$ cat config.mk
export PLATFORM = sky130hd
export DESIGN_NAME = twoword_fetch_seq
export DESIGN_NICKNAME = d
export VERILOG_FILES = /design/src/rtl/tw_fetch_pkg.sv /design/src/rtl/tw_word_decode.sv /design/src/rtl/tw_pc_unit.sv /design/src/rtl/twoword_fetch_seq.sv
export SDC_FILE = /design/constraint.sdc
export NUM_CORES = 1
export LEC_CHECK = 0
export BUFFER_PORTS_ARGS = -buffer_cell sky130_fd_sc_hd__buf_2
export CORE_MARGIN = 4
export CORE_UTILIZATION = 50
export CTS_BUF_LIST = sky130_fd_sc_hd__clkbuf_8
export CTS_CLUSTER_DIAMETER = 150
export DETAILED_ROUTE_END_ITERATION = 12
export PLACE_DENSITY = 0.73
export SYNTH_ARGS = -nofsm -noshare
export SYNTH_HDL_FRONTEND = slang
export SYNTH_SLANG_ARGS = --single-unit
$ cat constraint.sdc
create_clock -name clk -period 3.8 [get_ports clk]
set_input_delay 0.19 -clock clk [delete_from_list [all_inputs] [get_ports clk]]
set_output_delay 0.19 -clock clk [all_outputs]
set_load 0.01 [all_outputs]
$ cat src/rtl/tw_fetch_pkg.sv
package tw_fetch_pkg;
  localparam int WORD_W = 16;
  localparam int LIT_W  = 12;
  localparam int BR_W   = 11;

  typedef enum logic [2:0] {
    K_SINGLE = 3'd0,
    K_BRANCH = 3'd1,
    K_CALL   = 3'd3,
    K_GOTO   = 3'd4,
    K_MOVE   = 3'd5,
    K_LFSR   = 3'd6,
    K_NOP    = 3'd7
  } op_kind_t;
endpackage

$ cat src/rtl/tw_word_decode.sv
module tw_word_decode
  import tw_fetch_pkg::*;
(
  input  logic [WORD_W-1:0] word,
  output op_kind_t          kind,
  output logic              two_word,
  output logic              branch,
  output logic [BR_W-1:0]   br_off
);
  always_comb begin
    kind     = K_SINGLE;
    two_word = 1'b0;
    branch   = 1'b0;
    if (word[15:12] == 4'hF) begin
      kind = K_NOP;
    end else if (word[15:12] == 4'hC) begin
      kind = K_MOVE;
      two_word = 1'b1;
    end else if (word[15:9] == 7'b1110110) begin
      kind = K_CALL;
      two_word = 1'b1;
    end else if (word[15:8] == 8'hEF) begin
      kind = K_GOTO;
      two_word = 1'b1;
    end else if (word[15:6] == 10'b1110111000) begin
      kind = K_LFSR;
      two_word = 1'b1;
    end else if (word[15:11] == 5'b11010) begin
      kind = K_BRANCH;
      branch = 1'b1;
    end
  end

  assign br_off = word[BR_W-1:0];
endmodule

$ cat src/rtl/tw_pc_unit.sv
module tw_pc_unit #(
  parameter int PC_W = 21
) (
  input  logic            clk,
  input  logic            rst,
  input  logic            adv,
  input  logic            load,
  input  logic [PC_W-1:0] load_val,
  output logic [PC_W-1:0] pc
);
  localparam logic [PC_W-1:0] STEP = PC_W'(2);

  always_ff @(posedge clk) begin
    if (rst)
      pc <= '0;
    else if (adv)
      pc <= load ? load_val : pc + STEP;
  end

  assert_pc_even_R2: assert property (@(posedge clk) disable iff (rst)
    pc[0] == 1'b0);

  assert_pc_step_R2: assert property (@(posedge clk) disable iff (rst)
    (adv && !load) |=> pc == $past(pc) + STEP);

  assert_pc_hold_R2: assert property (@(posedge clk) disable iff (rst)
    !adv |=> $stable(pc));
endmodule

$ cat src/rtl/twoword_fetch_seq.sv
module twoword_fetch_seq
  import tw_fetch_pkg::*;
#(
  parameter int PC_W = 21
) (
  input  logic              clk,
  input  logic              rst,
  input  logic              word_valid,
  input  logic [WORD_W-1:0] word_in,
  input  logic              skip_req,
  output logic [PC_W-1:0]   pc_o,
  output logic              op_valid,
  output logic [2:0]        op_kind,
  output logic [WORD_W-1:0] op_first,
  output logic [LIT_W-1:0]  op_second,
  output logic [PC_W-1:0]   op_target
);
  localparam int PAD_W = PC_W - BR_W - 1;

  op_kind_t          d_kind;
  logic              d_two, d_branch;
  logic [BR_W-1:0]   d_off;

  logic              pending_q;
  logic [WORD_W-1:0] first_q;
  op_kind_t          first_kind_q;

  logic              second_now, take_fresh, start_two;
  logic              jump_abs, jump_rel, load_pc;
  logic [PC_W-1:0]   abs_tgt, rel_tgt, disp, new_tgt;

  tw_word_decode i_dec (
    .word     (word_in),
    .kind     (d_kind),
    .two_word (d_two),
    .branch   (d_branch),
    .br_off   (d_off)
  );

  assign second_now = word_valid && pending_q;
  assign take_fresh = word_valid && !pending_q && !skip_req;
  assign start_two  = take_fresh && d_two;
  assign jump_abs   = second_now && (first_kind_q == K_CALL || first_kind_q == K_GOTO);
  assign jump_rel   = take_fresh && d_branch;
  assign load_pc    = jump_abs || jump_rel;

  assign abs_tgt = PC_W'({word_in[LIT_W-1:0], first_q[7:0], 1'b0});
  assign disp    = {{PAD_W{d_off[BR_W-1]}}, d_off, 1'b0};
  assign rel_tgt = pc_o + PC_W'(2) + disp;
  assign new_tgt = jump_abs ? abs_tgt : rel_tgt;

  tw_pc_unit #(.PC_W(PC_W)) i_pc (
    .clk      (clk),
    .rst      (rst),
    .adv      (word_valid),
    .load     (load_pc),
    .load_val (new_tgt),
    .pc       (pc_o)
  );

  always_ff @(posedge clk) begin
    if (rst) begin
      pending_q    <= 1'b0;
      first_q      <= '0;
      first_kind_q <= K_SINGLE;
    end else if (word_valid) begin
      pending_q <= start_two;
      if (start_two) begin
        first_q      <= word_in;
        first_kind_q <= d_kind;
      end
    end
  end

  always_ff @(posedge clk) begin
    if (rst) begin
      op_valid  <= 1'b0;
      op_kind   <= '0;
      op_first  <= '0;
      op_second <= '0;
      op_target <= '0;
    end else begin
      op_valid <= second_now || (take_fresh && !d_two);
      if (second_now) begin
        op_kind   <= first_kind_q;
        op_first  <= first_q;
        op_second <= word_in[LIT_W-1:0];
        op_target <= jump_abs ? abs_tgt : '0;
      end else if (take_fresh && !d_two) begin
        op_kind   <= d_kind;
        op_first  <= word_in;
        op_second <= '0;
        op_target <= jump_rel ? rel_tgt : '0;
      end
    end
  end

  assert_idle_silent_R2: assert property (@(posedge clk) disable iff (rst)
    !word_valid |=> !op_valid);

  assert_first_silent_R4: assert property (@(posedge clk) disable iff (rst)
    start_two |=> !op_valid && pending_q);

  assert_second_pulse_R4: assert property (@(posedge clk) disable iff (rst)
    second_now |=> op_valid && op_kind == $past(first_kind_q) && !pending_q);

  assert_skip_discard_R8: assert property (@(posedge clk) disable iff (rst)
    (word_valid && !pending_q && skip_req) |=> !op_valid && !pending_q);

  assert_nop_no_load_R7: assert property (@(posedge clk) disable iff (rst)
    (op_valid && op_kind == 3'd7) |-> op_target == '0 && op_second == '0);
endmodule

==> impl_metrics.toml <==
[pwr]
internal-power_uw = 1420
switching_share_pct = 29.6
p_total_uw = 2020
comb_power_share_pct = 15.1
ir_drop_mv = 0.217
leakage_uw = 0.00249
power_density_nw_per_um2 = 338
p_switching_uw = 597
p_clk_share_pct = 34.2
seqPwrFrac_pct = 50.7

[global_route]
grt_pass1_wl_um = 25000
grt_max_degree = 62
grt_pass1_vias = 4932
grt_usage_pct = 26.5
overflow = 0
antenna_found_initial = 0

[finish]
stdcell_count = 891
syn_to_final_growth_pct = 14.8
multi_input_area_um2 = 3130
n_fill_cell = 939
antenna_cells = 0
drive_above_1_share_pct = 17.8
seq_area_um2 = 1860
nets = 796

[logic_synthesis]
synth_nets = 722
ys_ff_latch = 93
avgSynthCellArea_um2 = 7.66
ys_seq_area_share_pct = 35.8
syn-cell-area_um2 = 5200
synthCells = 679
ys.flop_type = "dfxtp_1"
ys_types = 60
synth_edf_count = 0
synthArstFlopShare_pct = 0
yosysWarnings = 0

[die]
rows = 36
start_util_pct = 52.2
ioPinCount = 94
dieWidth_um = 110
core_area_um2 = 9950
die_h_um = 110
dieArea_um2 = 12100

[place]
gp_congestion = 0.926
dp_worst_setup_slack_ns = 0.188
io_buffer_count = 92
dp_cells = 875
post-dp-hpwl_um = 11300

[worst_setup_path]
r2r-end = "i_pc.pc[20]"
required_ns = 4.00
critPathLaunchType = "register"
r2r_setup_slack_ns = 0.37
critPathCapture = "i_pc.pc[20]"
cp-end-kind = "register"
crit_type = "register to register"
critPathMaxFanout = 9
cp.arrival_ns = 3.63
worstSetupStartpoint = "i_pc.pc[3]"
ff2ff_path_depth = 11
worstReg2RegStart = "i_pc.pc[3]"

[clock_tree]
cts_tree = "built"
hold_buffers = 0
cts_max_level = 3
numCtsBuffers = 9
numClockSinks = 93
clk_path_buf_depth = 2
cts_root_buffer = "clkbuf_8"
cts_setup_buffers = 0
clock_insertion_delay_worst_skew_ns = 0.37
clk_pin_slew_ns = 0.10

[sta]
max_freq_mhz = 292
fin_tns_setup_ns = 0
rsz0062_at_grt = "false"
setup_slack_ns = 0.372
worst_slew_pin_slew_ns = 1.11
hold_slack_ns = 0.0894
relSlewSlack_pct = 25.7
min_period_ns = 3.43
skew_ns = 0.0117
setup_viol = 0
hold_viol = 0
finalMaxSlewViolations = 0
period_share_pct = 90.2

[flow_run]
cap_violations = 0

[detailed_routing]
detail-route-antenna-nets = 0
routed_wl_um = 15600
drc = 0
vias_per_cell = 5.95
drtIter0Drc = 371
wl_per_cell_um = 17.5
vias = 5298
drtPass1Iterations = 5

[run_status]
status = "complete, no violations"

[hold_path]
hp-class = "primary input to register"
min_from = "word_in[14]"
## per-stage QoR
step / util, % / area (um^2)
finish: 60.0 / 5970
global route: 60.0 / 5970
CTS: 59.8 / 5950
detailed placement: 57.8 / 5750
global placement: 57.8 / 5750
floorplan: - / 5200
## cells by family after synthesis
| logic type | count (synthesis) | synth area share [%] |
|---|---|---|
| AOI/OAI and AO/OA | 182 | 23.7 |
| and+or+nand+nor | 298 | 25.3 |
| DFF | 93 | 35.8 |
| xor gates and xnor gates | 24 | 4.31 |
| muxes | 3 | 0.578 |
| buffers and inverters | 55 | 4.52 |
| other | 1 | 0.0721 |
| adders and majority gates | 23 | 5.68 |
## cells in the final DEF, fill, tap and decap left out, types with 13 or more instances in the layout
cell type  netlist  routed
nor2_1          96      95
buf_2            2      92
a21oi_1         60      58
a22oi_1         20      20
buf_4            3      14
nand2_1        117     117
a311oi_1        19      19
a211oi_1        13      13
nand3_1         20      20
inv_1           12      13
nor3_1          14      13
o21ai_0         16      16
xnor2_1         15      15
ha_1            22      21
dfxtp_1         93      93
## cells in the mapped netlist, drive strengths merged (2+ instances only)
master	count	area share (%)
nand2	117	8.4
nor2	96	6.9
dfxtp	93	36
a21oi	60	5.8
clkbuf	36	2.6
ha	22	5.3
a22oi	20	2.9
a311oi	20	3.5
nand3	20	1.9
o21ai	17	1.6
xnor2	15	2.5
nor3	14	1.3
a211oi	13	1.9
nor4	13	1.7
inv	12	0.87
nand2b	11	1.3
a31oi	8	0.96
xor2	8	1.3
buf	7	1.1
nand4	5	0.60
o21a	5	0.72
and3	4	0.48
o211ai	4	0.58
o31ai	4	0.58
a21o	3	0.43
a221o	3	0.58
a32oi	3	0.51
a41oi	3	0.51
and2	3	0.36
mux2i	3	0.58
nand3b	3	0.43
nor3b	3	0.43
o21bai	3	0.43
or3	3	0.36
a211o	2	0.34
a21boi	2	0.29
a221oi	2	0.34
a222oi	2	0.39
o2111ai	2	0.34
or3b	2	0.34
## critical path, cell delays in order, from the launching register on
cell	delay (ns)
dfxtp_1	0.47
nand3_1	0.18
or3_1	0.52
nor3_1	0.22
xor2_1	0.22
ha_1	0.37
a21oi_2	0.23
a21boi_0	0.15
a221o_1	0.36
a41oi_1	0.21
mux2i_1	0.25
a211oi_1	0.10
## how the worst min path moves through the flow
| stage | cells after the start | slack (ns) | to |
|---|---|---|---|
| floorplan | 2 | 0.33 | first_q[13] |
| global placement | 2 | 0.44 | op_target[13] |
| detailed placement | 2 | 0.44 | op_target[12] |
| CTS | 3 | 0.08 | op_first[14] |
| global route | 3 | 0.1 | op_first[14] |
| finish | 3 | 0.09 | op_first[14] |
## sequential cells by signal, indices dropped and copies added (netlist names)
signal,count
op_valid,1
op_first,16
first_kind_q,3
i_pc.pc,20
pending_q,1
first_q,16
op_target,21
op_kind,3
op_second,12
## power groups by stage
| stage | clock network [uW] | logic (uW) | registers [uW] |
|---|---|---|---|
| floorplan | 0 | 188 | 1050 |
| global placement | 0 | 297 | 1040 |
| detailed placement | 0 | 301 | 1040 |
| CTS | 698 | 302 | 1020 |
| global route | 734 | 339 | 1030 |
| finish | 689 | 305 | 1020 |
## cell type report
type | count | share of cell area [%]
multi-input cells | 531 | 52.5
flip-flops and latches | 93 | 31.2
repair buffers | 106 | 9.48
well taps | 133 | 2.79
clock buffers | 9 | 2.08
clock inverters | 7 | 1.26
inverters | 12 | 0.755
## per-layer routing
metal  wire length (um)  global-route usage [%]  vias up
li1                   -                       -     2588
met1               6880                    35.5     2514
met2               7460                    44.0      172
met3                930                    4.19       24
met4                298                    7.93        0
met5                  0                       0        -
## timing repair
| action | in CTS | in global routing |
|---|---|---|
| setup endpoints to repair | 0 | 5 |
| gates resized for setup | 0 | 4 |
| endpoints found under the hold margin | 0 | 0 |
Power figures use the tool's default switching activity.
